File: config.mk
export PLATFORM = sky130hd
export DESIGN_NAME = uart_dbuf_regs
export DESIGN_NICKNAME = d
export VERILOG_FILES = /design/src/rtl/uart_dbuf_pkg.sv /design/src/rtl/uart_tx_dbuf.sv /design/src/rtl/uart_rx_latch.sv /design/src/rtl/uart_dbuf_regs.sv
export SDC_FILE = /design/constraint.sdc
export NUM_CORES = 1
export LEC_CHECK = 0
export BUFFER_PORTS_ARGS = -buffer_cell sky130_fd_sc_hd__buf_2
export CORE_MARGIN = 5
export CORE_UTILIZATION = 35
export DETAILED_ROUTE_END_ITERATION = 6
export GPL_TIMING_DRIVEN = 0
export SYNTH_ARGS = -nofsm -noshare
export SYNTH_HDL_FRONTEND = slang
export SYNTH_SLANG_ARGS = --single-unit
File: constraint.sdc
create_clock -name clk -period 3.3 [get_ports clk]
set_input_delay 0.99 -clock clk [delete_from_list [all_inputs] [get_ports clk]]
set_output_delay 0.99 -clock clk [all_outputs]
set_load 0.01 [all_outputs]
File: src/rtl/uart_dbuf_pkg.sv
package uart_dbuf_pkg;
  localparam int BYTE_W = 8;
  localparam int WORD_W = 32;
  localparam int OFS_W  = 8;

  // Status bit positions decoded by software
  localparam int FLAG_READY   = 0;
  localparam int FLAG_SH_IDLE = 1;
  localparam int FLAG_HD_IDLE = 2;
  localparam int FLAG_OVERRUN = 4;

  typedef struct packed {
    logic overrun;
    logic hold_idle;
    logic shift_idle;
    logic ready;
  } uart_flags_t;

  function automatic logic [WORD_W-1:0] flags_to_word(input uart_flags_t f);
    logic [WORD_W-1:0] w;
    w = '0;
    w[FLAG_READY]   = f.ready;
    w[FLAG_SH_IDLE] = f.shift_idle;
    w[FLAG_HD_IDLE] = f.hold_idle;
    w[FLAG_OVERRUN] = f.overrun;
    return w;
  endfunction
endpackage

File: src/rtl/uart_tx_dbuf.sv
module uart_tx_dbuf #(
  parameter int DATA_W      = 8,
  parameter int CHAR_CYCLES = 1000
) (
  input  logic              clk,
  input  logic              rst_n,
  input  logic              wr_en,
  input  logic [DATA_W-1:0] wr_byte,
  output logic              shift_idle,
  output logic              hold_idle,
  output logic              done_valid,
  output logic [DATA_W-1:0] done_byte
);
  localparam int CW = (CHAR_CYCLES > 1) ? $clog2(CHAR_CYCLES) : 1;
  localparam logic [CW-1:0] LAST = CW'(CHAR_CYCLES - 1);

  logic              busy, busy_n;
  logic              hold_full, hold_full_n;
  logic [DATA_W-1:0] shreg, shreg_n;
  logic [DATA_W-1:0] hreg, hreg_n;
  logic [CW-1:0]     cnt, cnt_n;
  logic              fin;

  assign fin = busy && (cnt == '0);

  always_comb begin
    busy_n      = busy;
    hold_full_n = hold_full;
    shreg_n     = shreg;
    hreg_n      = hreg;
    cnt_n       = cnt;
    if (fin) begin
      if (hold_full) begin
        shreg_n     = hreg;
        cnt_n       = LAST;
        hold_full_n = 1'b0;
        if (wr_en) begin
          hreg_n      = wr_byte;
          hold_full_n = 1'b1;
        end
      end else if (wr_en) begin
        shreg_n = wr_byte;
        cnt_n   = LAST;
      end else begin
        busy_n = 1'b0;
      end
    end else if (busy) begin
      cnt_n = cnt - CW'(1);
      if (wr_en) begin
        hreg_n      = wr_byte;
        hold_full_n = 1'b1;
      end
    end else if (wr_en) begin
      shreg_n = wr_byte;
      busy_n  = 1'b1;
      cnt_n   = LAST;
    end
  end

  always_ff @(posedge clk or negedge rst_n) begin
    if (!rst_n) begin
      busy       <= 1'b0;
      hold_full  <= 1'b0;
      shreg      <= '0;
      hreg       <= '0;
      cnt        <= '0;
      done_valid <= 1'b0;
      done_byte  <= '0;
    end else begin
      busy       <= busy_n;
      hold_full  <= hold_full_n;
      shreg      <= shreg_n;
      hreg       <= hreg_n;
      cnt        <= cnt_n;
      done_valid <= fin;
      if (fin) done_byte <= shreg;
    end
  end

  assign shift_idle = !busy;
  assign hold_idle  = !hold_full;

  // a write into an idle shifter starts a character with holding left empty
  assert_load_shift_R3: assert property (@(posedge clk) disable iff (!rst_n)
    (wr_en && !busy) |=> (busy && !hold_full));

  // a write during a running character fills the holding stage
  assert_hold_fill_R4: assert property (@(posedge clk) disable iff (!rst_n)
    (wr_en && busy && !fin) |=> hold_full);

  // a queued byte never waits behind an idle shifter
  assert_hold_behind_busy_R6: assert property (@(posedge clk) disable iff (!rst_n)
    hold_full |-> busy);

  generate
    if (CHAR_CYCLES > 1) begin : g_pulse_chk
      // completion strobe lasts one cycle
      assert_single_pulse_R5: assert property (@(posedge clk) disable iff (!rst_n)
        done_valid |=> !done_valid);
    end
  endgenerate
endmodule

File: src/rtl/uart_rx_latch.sv
module uart_rx_latch #(
  parameter int DATA_W = 8
) (
  input  logic              clk,
  input  logic              rst_n,
  input  logic              in_valid,
  input  logic [DATA_W-1:0] in_byte,
  input  logic              rd_take,
  input  logic              clr_sticky,
  output logic [DATA_W-1:0] byte_q,
  output logic              ready,
  output logic              overrun
);
  logic lost;

  assign lost = in_valid && ready && !rd_take;

  always_ff @(posedge clk or negedge rst_n) begin
    if (!rst_n) begin
      byte_q  <= '0;
      ready   <= 1'b0;
      overrun <= 1'b0;
    end else begin
      if (in_valid) byte_q <= in_byte;
      if (in_valid)     ready <= 1'b1;
      else if (rd_take) ready <= 1'b0;
      if (lost)            overrun <= 1'b1;
      else if (clr_sticky) overrun <= 1'b0;
    end
  end

  // unread byte overwritten raises overrun
  assert_overrun_set_R7: assert property (@(posedge clk) disable iff (!rst_n)
    (in_valid && ready && !rd_take) |=> overrun);

  // a read with no new arrival empties the register
  assert_read_clears_R8: assert property (@(posedge clk) disable iff (!rst_n)
    (rd_take && !in_valid) |=> !ready);

  // status write drops overrun unless a new one lands that cycle
  assert_sticky_clear_R9: assert property (@(posedge clk) disable iff (!rst_n)
    (clr_sticky && !lost) |=> !overrun);

  // status write leaves data-ready alone
  assert_ready_kept_R9: assert property (@(posedge clk) disable iff (!rst_n)
    (clr_sticky && ready && !rd_take) |=> ready);
endmodule

File: src/rtl/uart_dbuf_regs.sv
module uart_dbuf_regs
  import uart_dbuf_pkg::*;
#(
  parameter int              CHAR_CYCLES = 1000,
  parameter int              NUM_IRQ     = 16,
  parameter int              IRQ_LVL     = 3,
  parameter logic [OFS_W-1:0] DATA_OFS   = 8'h70,
  parameter logic [OFS_W-1:0] STAT_OFS   = 8'h74
) (
  input  logic               clk,
  input  logic               rst_n,
  input  logic               bus_sel,
  input  logic               bus_wr,
  input  logic [OFS_W-1:0]   bus_addr,
  input  logic [BYTE_W-1:0]  bus_wdata,
  output logic [WORD_W-1:0]  bus_rdata,
  input  logic               rx_valid,
  input  logic [BYTE_W-1:0]  rx_data,
  output logic               tx_valid,
  output logic [BYTE_W-1:0]  tx_data,
  output logic [NUM_IRQ-1:0] irq
);
  localparam int PAD_W = WORD_W - BYTE_W;

  logic              hit_data, hit_stat;
  logic              tx_wr, rx_rd, stat_wr;
  logic              sh_idle, hd_idle;
  logic              rdy, ovr;
  logic [BYTE_W-1:0] rx_q;
  logic              rx_pulse_q;
  logic              irq_pulse;
  uart_flags_t       flags;

  assign hit_data = bus_sel && (bus_addr == DATA_OFS);
  assign hit_stat = bus_sel && (bus_addr == STAT_OFS);
  assign tx_wr    = hit_data && bus_wr;
  assign rx_rd    = hit_data && !bus_wr;
  assign stat_wr  = hit_stat && bus_wr;

  uart_tx_dbuf #(.DATA_W(BYTE_W), .CHAR_CYCLES(CHAR_CYCLES)) u_tx (
    .clk        (clk),
    .rst_n      (rst_n),
    .wr_en      (tx_wr),
    .wr_byte    (bus_wdata),
    .shift_idle (sh_idle),
    .hold_idle  (hd_idle),
    .done_valid (tx_valid),
    .done_byte  (tx_data)
  );

  uart_rx_latch #(.DATA_W(BYTE_W)) u_rx (
    .clk        (clk),
    .rst_n      (rst_n),
    .in_valid   (rx_valid),
    .in_byte    (rx_data),
    .rd_take    (rx_rd),
    .clr_sticky (stat_wr),
    .byte_q     (rx_q),
    .ready      (rdy),
    .overrun    (ovr)
  );

  always_comb begin
    flags.ready      = rdy;
    flags.shift_idle = sh_idle;
    flags.hold_idle  = hd_idle;
    flags.overrun    = ovr;
  end

  always_comb begin
    bus_rdata = '0;
    if (hit_data)      bus_rdata = {{PAD_W{1'b0}}, rx_q};
    else if (hit_stat) bus_rdata = flags_to_word(flags);
  end

  always_ff @(posedge clk or negedge rst_n) begin
    if (!rst_n) rx_pulse_q <= 1'b0;
    else        rx_pulse_q <= rx_valid;
  end

  assign irq_pulse = rx_pulse_q || tx_valid;

  generate
    for (genvar gi = 0; gi < NUM_IRQ; gi++) begin : g_irq
      if (gi == IRQ_LVL) begin : g_hit
        assign irq[gi] = irq_pulse;
      end else begin : g_idle
        assign irq[gi] = 1'b0;
      end
    end
  endgenerate

  // each received byte raises the interrupt on the next cycle
  assert_rx_irq_R10: assert property (@(posedge clk) disable iff (!rst_n)
    rx_valid |=> irq[IRQ_LVL]);

  // each finished character raises the interrupt alongside its strobe
  assert_tx_irq_R10: assert property (@(posedge clk) disable iff (!rst_n)
    tx_valid |-> irq[IRQ_LVL]);
endmodule

==> flow_metrics.tcl, run 1 <==
set metrics [dict create \
    status "finished clean" \
    critPathMaxFanout 5 \
    wire_per_inst_um 12.2 \
    drt-initial-drc-count 63 \
    start_util_pct 35.6 \
    core.rowCount 32 \
    drc 0 \
    yosys.cell_types.count 50 \
    via_per_inst 4.50 \
    gp_congestion 0.834 \
    vias 2098 \
    vdd_drop_max_mv 0.172 \
    area_delta_synth_final_pct 22.8 \
    first_pass_iters 4 \
    fin_setup_tns_ps 0 \
    cts_root_buf "clkbuf_8" \
    synth_most_common_cell "dfrtp_1" \
    diodes 0 \
    clk_latency_ps 300 \
    ant_nets 0 \
    final_layout_size_suffix_gt1_share_pct 33.8 \
    ys_top_cells_by_area "dfrtp_1 (44%), buf_4 (11%), mux2_2 (6.6%)" \
    critPathLaunchType "primary input" \
    synthFlopType "dfrtp_1" \
    ioPinCount 86 \
    timing.final.crit_share_pct 98.4 \
    cts_tree "built" \
    antenna_found_initial 0 \
    fp.dieH_um 98.4 \
    power_leakage_nw 1.65 \
    rsz0062_at_grt "no" \
    setup-violations-final 0 \
    synth.top_cell.area_share_pct 43.9 \
    powerDensity_nw_per_um2 346 \
    yosys_warnings 0 \
    fin_nets 394 \
    cp.required_ps 2310 \
    ys_top_cells_by_count "dfrtp_1 (48), buf_4 (40), inv_1 (23), mux2_2 (16), nand2_1 (15)" \
    grt_overflow_total 0 \
    clkSinkCount 48 \
    coreArea_um2 7690 \
    totalWireLength_mm 5.69 \
    cp-end-kind "output pin" \
    grt_pass1_vias 2046 \
    cts_made_buffers 5 \
    slew_violations 0 \
    relSlewSlack_pct 28.2 \
    cts_buffer_depth 2 \
    crit_start "bus_addr[1]" \
    yosys.area.top_type "dfrtp_1" \
    netlist_area_um2 2730 \
    hold_buffers 0 \
    die_w_um 98.4 \
    final-seq-area_um2 1200 \
    cts_htree_levels 2 \
    netlist_instances 272 \
    fmax_mhz 308 \
    grt_use_total_pct 11.9 \
    worstHoldStart "u_tx.done_byte[7]$_DFFE_PN0P_" \
    synth.avg_cell_area_um2 10.1 \
    seq_area_frac_synth_pct 43.9 \
    cp_data_arrival_time_ps 2260 \
    fin_worst_skew_ps 4.56 \
    finalHoldViolations 0 \
    ys_ff_latch 48 \
    timing.rr.start "u_tx.cnt[0]$_DFF_PN0_" \
    grt_max_degree 49 \
    finalPower_mw 1.16 \
    multi_input_area_um2 1230 \
    fillCellCount 747 \
    portBuffers 45 \
    fin_crit_ps 3250 \
    grt_pass1_wl_mm 9.53 \
    worst_pin_slew_ps 1080 \
    crit_type "in -> out" \
    hpwl_mm 4.36 \
    cts.clk_slew.worst_paths_ps 90 \
    synthArstFlopShare_pct 100 \
    max_cap_viol_count 0 \
    dieArea_um2 9680 \
    synth_edf_count 0 \
    hold_path.class "reg -> reg" \
]
kinds of logic (layout without fill, tap and decap cells):
kind of cell | Yosys count | count (layout) | synth area share (%)
DFF | 48 | 48 | 43.9
muxes | 20 | 20 | 8.05
and+or+nand+nor | 75 | 75 | 16.9
AOI/OAI and AO/OA | 49 | 49 | 12.6
other | 1 | 39 | 0.137
buffers and inverters | 74 | 128 | 16.5
adders and majority gates | 2 | 2 | 0.915
xor gates and xnor gates | 3 | 3 | 0.961
state kept, by name (all words and copies together) (netlist names):
register / count
rx_pulse_q: 1
u_tx.cnt: 10
u_tx.shreg: 8
u_tx.done_byte: 8
u_tx.hold_full: 1
u_tx.busy: 1
u_rx.overrun: 1
u_rx.ready: 1
u_rx.byte_q: 8
u_tx.hreg: 8
u_tx.done_valid: 1
path summary, 6_finish.rpt:
kind                                                       to  slack (ps)  cells after the start
min in group asynchronous          u_rx.byte_q[5]$_DFFE_PN0P_         890                      1
worst min-delay path            u_tx.done_byte[7]$_DFFE_PN0P_         480                      2
max in group asynchronous            u_tx.hreg[2]$_DFFE_PN0P_        1760                      1
worst max-delay path                             bus_rdata[6]          50                      5
worst min register to register  u_tx.done_byte[7]$_DFFE_PN0P_         480                      2
worst max register to register       u_tx.hreg[3]$_DFFE_PN0P_         960                      6
timing repair:
| item | CTS | global route |
|---|---|---|
| setup buffers | 0 | 1 |
| endpoints found under the setup margin | 4 | 4 |
| resized for setup | 1 | 0 |
| pin swaps | 0 | 1 |
routing by layer:
metal / up-vias / global-route usage, % / share of wire (%)
met5: - / 0 / 0
met4: 0 / 3.15 / 1.1
met3: 6 / 3.93 / 7.5
met2: 59 / 19.5 / 46
met1: 969 / 15.2 / 45
li1: 1064 / - / -
power breakdown:
| group | total, mW | switching [mW] | internal (mW) |
|---|---|---|---|
| Sequential | 0.608 | 0.00672 | 0.601 |
| Clock | 0.435 | 0.206 | 0.228 |
| Combinational | 0.121 | 0.0609 | 0.0599 |
| Total | 1.16 | 0.274 | 0.889 |
final cells by class:
type,instances,area share [%]
sequential,48,35.8
inverter,23,2.57
buffer,51,10.8
timing repair buffer,46,6.93
multi-input combinational,188,36.7
clock inverter,3,1.38
tap,102,3.80
clock buffer,5,2.05
through the flow:
step	area, um^2	hold slack (ps)	worst slack (ps)	std cells	utilization (%)
2_1_floorplan	2880	472	283	310	-
3_3_place_gp	3230	459	-37.4	457	42.0
3_5_place_dp	3230	465	-71.6	457	42.0
4_1_cts	3350	487	11.0	465	43.6
5_1_grt	3360	498	1.50	466	43.7
6_report	3360	481	51.9	466	43.7
worst max-delay path, stage by stage:
cell and delay [ps]:
buf_2 100, or4b_1 610, nor3_4 260, and2_1 170
buf_2 130
cells in the final DEF (no fill, tap or decap), drive strengths merged, types with 2 or more instances in the layout:
cell type,netlist,layout
a21oi,7,7
buf,43,89
nor4,10,10
nor2,11,11
dfrtp,48,48
nor4b,3,3
clkbuf,8,13
o22ai,8,8
xor2,3,3
or4b,2,2
nand2,15,15
mux2i,4,4
nand3,4,4
a31oi,4,4
or4,4,4
ha,2,2
nor2b,3,3
conb,1,39
o31ai,2,2
nand2b,2,2
nor3,3,3
inv,23,24
nand4b,3,3
o21ai,12,12
a22oi,2,2
a41oi,8,8
and3,2,2
and2,6,6
mux2,16,16
Power figures use the tool's default switching activity.
==> run 2, diff against run 1 <==
--- a/config.mk
+++ b/config.mk
@@ -7,9 +7,11 @@
 export LEC_CHECK = 0
 export BUFFER_PORTS_ARGS = -buffer_cell sky130_fd_sc_hd__buf_2
 export CORE_MARGIN = 5
-export CORE_UTILIZATION = 35
+export CORE_UTILIZATION = 40
+export CTS_CLUSTER_SIZE = 20
 export DETAILED_ROUTE_END_ITERATION = 6
 export GPL_TIMING_DRIVEN = 0
+export PLACE_DENSITY = 0.65
 export SYNTH_ARGS = -nofsm -noshare
 export SYNTH_HDL_FRONTEND = slang
 export SYNTH_SLANG_ARGS = --single-unit
==> flow_metrics.tcl, run 2 (synthesis gave the netlist of run 1 again) <==
set metrics [dict create \
    crit_type "in -> out" \
    cts_tree "built" \
    final_layout_size_suffix_gt1_share_pct 34.5 \
    fmax_mhz 310 \
    diodes 0 \
    clkSinkCount 48 \
    cts.clk_slew.worst_paths_ps 100 \
    rsz0062_at_grt "no" \
    first_pass_iters 4 \
    final_common_cell "dfrtp_1" \
    pwr-share-clk_pct 41.6 \
    cts_buffer_depth 2 \
    grt_pass1_vias 2030 \
    finalPower_mw 1.25 \
    powerDensity_nw_per_um2 371 \
    fin_setup_tns_ps 0 \
    vdd_drop_max_mv 0.231 \
    setup-violations-final 0 \
    fin_nets 395 \
    coreArea_um2 6720 \
    antenna_found_initial 0 \
    power_frac_comb_pct 9.8 \
    netSwitchingPower_uw 285 \
    final_cell_mix "dfrtp_1 (48), buf_2 (44), buf_4 (42), conb_1 (39), inv_1 (23)" \
    hold_slack_ps 482 \
    dieArea_um2 8590 \
    cp_data_arrival_time_ps 2240 \
    cts_made_buffers 5 \
    hold_buffers 0 \
    wire_per_inst_um 12.9 \
    status "finished clean" \
    totalWireLength_mm 5.74 \
    relSlewSlack_pct 29.9 \
    grt_overflow_total 0 \
    hpwl_mm 4.35 \
    via_per_inst 4.81 \
    fin_crit_ps 3230 \
    area_delta_synth_final_pct 23.4 \
    cts_root_buf "clkbuf_8" \
    start_util_pct 40.7 \
    grt_max_degree 49 \
    final_cells 445 \
    core.rowCount 30 \
    grt_use_total_pct 13.9 \
    regMostFlops "u_tx.cnt" \
    ioPinCount 86 \
    slew_violations 0 \
    critPathMaxFanout 7 \
    drc 0 \
    largest_register_ffs 10 \
    pwr-share-seq_pct 48.6 \
    dp_cells 435 \
    dpl_worst_slack_ps -53.9 \
    cp-end-kind "output pin" \
    worst_pin_slew_ps 1050 \
    finalHoldViolations 0 \
    drt-initial-drc-count 109 \
    fin_worst_skew_ps 5.95 \
    clk_latency_ps 310 \
    vias 2139 \
    fp.dieH_um 92.7 \
    cts_htree_levels 2 \
    critPathLaunchType "primary input" \
    die_w_um 92.7 \
    hold_path.class "reg -> reg" \
    cp.required_ps 2310 \
    portBuffers 45 \
    timing.final.crit_share_pct 97.9 \
    grt_pass1_wl_mm 9.66 \
    setup_ws_ps 70.2 \
    p_int_uw 967 \
    ant_nets 0 \
    gp_congestion 0.838 \
    power_leakage_nw 1.67 \
    max_cap_viol_count 0 \
    netSwitchingFraction_pct 22.7 \
]
[run 2: cell count changes in the layout (fill, tap and decap cells not counted)]
cell / change
buf_4: +1
or4b_4: +1
clkinvlp_4: -1
and2_4: +1
buf_2: -1
or4b_1: -1
buf_6: +1
and2_1: -1
bufinv_16: +1
[run 2: path summary, 6_finish.rpt]
check,startpoint,endpoint,slack [ps],cells after the start
setup reg to reg,u_tx.cnt[0]$_DFF_PN0_,u_tx.hreg[3]$_DFFE_PN0P_,940,6
min in group asynchronous,rst_n,u_rx.byte_q[3]$_DFFE_PN0P_,860,1
hold reg to reg,u_tx.done_byte[7]$_DFFE_PN0P_,u_tx.done_byte[7]$_DFFE_PN0P_,480,2
hold / removal,u_tx.done_byte[7]$_DFFE_PN0P_,u_tx.done_byte[7]$_DFFE_PN0P_,480,2
setup / recovery,bus_addr[3],bus_rdata[6],70,5
max in group asynchronous,rst_n,u_tx.cnt[7]$_DFF_PN0_,1790,1
[run 2: cell type report]
type,instances,area [um^2]
buffer,51,364
clock inverter,3,68.8
timing repair buffer,47,246
inverter,23,86.3
multi-input combinational,188,1240
clock buffer,5,68.8
sequential,48,1200
fill,646,3350
tap,80,100
[run 2: power groups by stage]
stage	logic, mW	registers, mW	clock network [mW]
finish	0.122	0.608	0.521
global route	0.137	0.611	0.556
CTS	0.120	0.608	0.529
detailed placement	0.120	0.620	0
global placement	0.118	0.619	0
floorplan	0.0834	0.618	0
[run 2: critical path, stage by stage]
cell,delay [ps]
buf_6,90
or4b_4,560
nor3_4,290
and2_4,190
buf_2,120
[run 2: stage by stage]
step           utilization [%]  instance area (um^2)
2_1_floorplan                -                  2880
3_3_place_gp              47.7                  3200
3_5_place_dp              47.7                  3200
4_1_cts                   49.8                  3350
5_1_grt                   50.2                  3370
6_report                  50.2                  3370
[run 2: timing repair]
item / in CTS / in global routing
pin swaps: 0 / 3
gates resized for setup: 1 / 3
cloned: 0 / 0
endpoints found under the setup margin: 4 / 4
setup buffers: 0 / 2
[run 2: per-layer routing]
metal	GRT usage [%]	vias to the layer above	part of all wire, %
met5	0	-	0
met4	4.64	0	1.6
met3	4.22	8	9.0
met2	21.9	82	44
met1	18.3	982	45
li1	-	1067	-
==> run 3, diff against run 2 <==
--- a/config.mk
+++ b/config.mk
@@ -7,11 +7,10 @@
 export LEC_CHECK = 0
 export BUFFER_PORTS_ARGS = -buffer_cell sky130_fd_sc_hd__buf_2
 export CORE_MARGIN = 5
-export CORE_UTILIZATION = 40
+export CORE_UTILIZATION = 33
 export CTS_CLUSTER_SIZE = 20
 export DETAILED_ROUTE_END_ITERATION = 6
 export GPL_TIMING_DRIVEN = 0
-export PLACE_DENSITY = 0.65
 export SYNTH_ARGS = -nofsm -noshare
 export SYNTH_HDL_FRONTEND = slang
 export SYNTH_SLANG_ARGS = --single-unit
==> flow_metrics.tcl, run 3 (synthesis gave the netlist of run 1 again) <==
set metrics [dict create \
    status "finished clean" \
    fin_worst_skew_ps 5.29 \
    portBuffers 45 \
    cts_buffer_depth 2 \
    final_layout_size_suffix_gt1_share_pct 34.3 \
    final_cell_mix "dfrtp_1 (48), buf_2 (45), buf_4 (41), conb_1 (39), inv_1 (23)" \
    relSlewSlack_pct 26.8 \
    coreArea_um2 8130 \
    netSwitchingFraction_pct 23.9 \
    antenna_found_initial 0 \
    core.rowCount 33 \
    dr_wl_met2_mm 2.82 \
    vdd_drop_max_mv 0.154 \
    cp.required_ps 2310 \
    slowest_stage "or4b_4" \
    critPathMaxFanout 6 \
    wl_met1_mm 2.67 \
    slew_violations 0 \
    hold_path.class "reg -> reg" \
    pwr-share-clk_pct 37.5 \
    start_util_pct 33.6 \
    setup-violations-final 0 \
    p_int_uw 890 \
    grt_use_total_pct 11.5 \
    die_w_um 101 \
    diodes 0 \
    regMostFlops "u_tx.cnt" \
    dr_wl_met3_um 385 \
    grt_max_degree 49 \
    worst_pin_slew_ps 1100 \
    ant_nets 0 \
    vias 2131 \
    worstHoldStart "u_tx.done_byte[3]$_DFFE_PN0P_" \
    finalHoldViolations 0 \
    cp-end-kind "output pin" \
    powerDensity_nw_per_um2 347 \
    dpl_worst_slack_ps -114 \
    cts_htree_levels 2 \
    timing.rr.start "u_tx.cnt[0]$_DFF_PN0_" \
    hold_buffers 0 \
    wire_per_inst_um 12.6 \
    path_buf_inv 2 \
    clkSinkCount 48 \
    max_cap_viol_count 0 \
    critPathLaunchType "primary input" \
    gp_congestion 0.861 \
    grt_pass1_wl_mm 9.66 \
    area_delta_synth_final_pct 23.3 \
    dieArea_um2 10200 \
    hpwl_mm 4.47 \
    first_pass_iters 4 \
    power_frac_comb_pct 10.5 \
    cp_data_arrival_time_ps 2200 \
    cts_made_buffers 5 \
    clk_latency_ps 300 \
    final_common_cell "dfrtp_1" \
    pwr-share-seq_pct 52.0 \
    netSwitchingPower_uw 280 \
    totalWireLength_mm 5.93 \
    setup_ws_ps 115 \
    grt_overflow_total 0 \
    ioPinCount 86 \
    fin_setup_tns_ps 0 \
    worst_path_largest_cell_delay_ps 560 \
    timing.final.crit_share_pct 96.5 \
    via_per_inst 4.54 \
    fp.dieH_um 101 \
    crit_start "bus_addr[1]" \
    crit_type "in -> out" \
    drc 0 \
    power_leakage_nw 1.65 \
    largest_register_ffs 10 \
    fin_crit_ps 3190 \
    timing.critical_path.mode_cell "buf_2" \
    fmax_mhz 314 \
    cts_tree "built" \
    cp_top_family "simple AND/OR/NAND/NOR gates" \
    drt-initial-drc-count 60 \
    top_layer_used "met4" \
    rsz0062_at_grt "no" \
    grt_pass1_vias 2137 \
    cts_root_buf "clkbuf_8" \
    cts.clk_slew.worst_paths_ps 90 \
    path_cells "buf_2 -> or4b_4 -> nor3_4 -> and2_1 -> buf_2" \
    fin_nets 394 \
]
==> run 3: cell count changes in the layout (fill, tap and decap cells not counted), sizes merged <==
cell      before  now
buf           90   89
bufinv         2    1
clkinvlp       0    1
==> run 3: metal layers <==
metal	up-vias	GRT usage, %
li1	1060	-
met4	0	3.48
met3	7	2.28
met2	61	20.2
met1	1003	14.1
met5	-	0
==> run 3: timing repair <==
action | in CTS | in global routing
setup endpoints to repair | 4 | 2
pin swaps | 1 | 1
buffers inserted | 1 | 0
resized for setup | 2 | 1
==> run 3: final cells by class <==
cell class / instances / area (um^2)
Tap cell: 105 / 131
Buffer: 51 / 364
Multi-Input combinational cell: 188 / 1240
Sequential cell: 48 / 1200
Inverter: 23 / 86.3
Timing Repair Buffer: 46 / 233
Fill cell: 844 / 4760
Clock inverter: 3 / 46.3
Clock buffer: 5 / 68.8
==> run 3: stage by stage <==
step,power (mW),cells,hold WS [ps],util [%],cell area [um^2]
CTS,1.18,469,487,41.4,3370
floorplan,0.701,310,472,-,2880
detailed placement,0.739,460,466,39.7,3230
global route,1.22,469,510,41.5,3370
global placement,0.737,460,459,39.7,3230
finish,1.17,469,480,41.5,3370
==> run 3: worst reg2reg max path, stage by stage (launching register included) <==
cell      delay (ps)
dfrtp_1          450
inv_1            110
ha_1             160
or4b_4           490
nor4_1           340
nand4b_2         340
mux2_2           370
==> run 3: path summary, 6_finish.rpt <==
path	to	slack, ps	depth (start not counted)
max	bus_rdata[5]	110	5
min	u_tx.done_byte[3]$_DFFE_PN0P_	480	2
max reg2reg	u_tx.hreg[2]$_DFFE_PN0P_	950	6
min reg2reg	u_tx.done_byte[3]$_DFFE_PN0P_	480	2
max in group asynchronous	u_tx.cnt[5]$_DFF_PN0_	1740	1
min in group asynchronous	u_tx.hreg[5]$_DFFE_PN0P_	880	1
==> run 3: power by group through the flow <==
stage          Clock, mW  Sequential [mW]  Combinational, mW
4_1_cts            0.454            0.608              0.121
3_3_place_gp           0            0.619              0.118
6_report           0.439            0.608              0.122
3_5_place_dp           0            0.620              0.120
5_1_grt            0.479            0.610              0.136
2_1_floorplan          0            0.618             0.0834
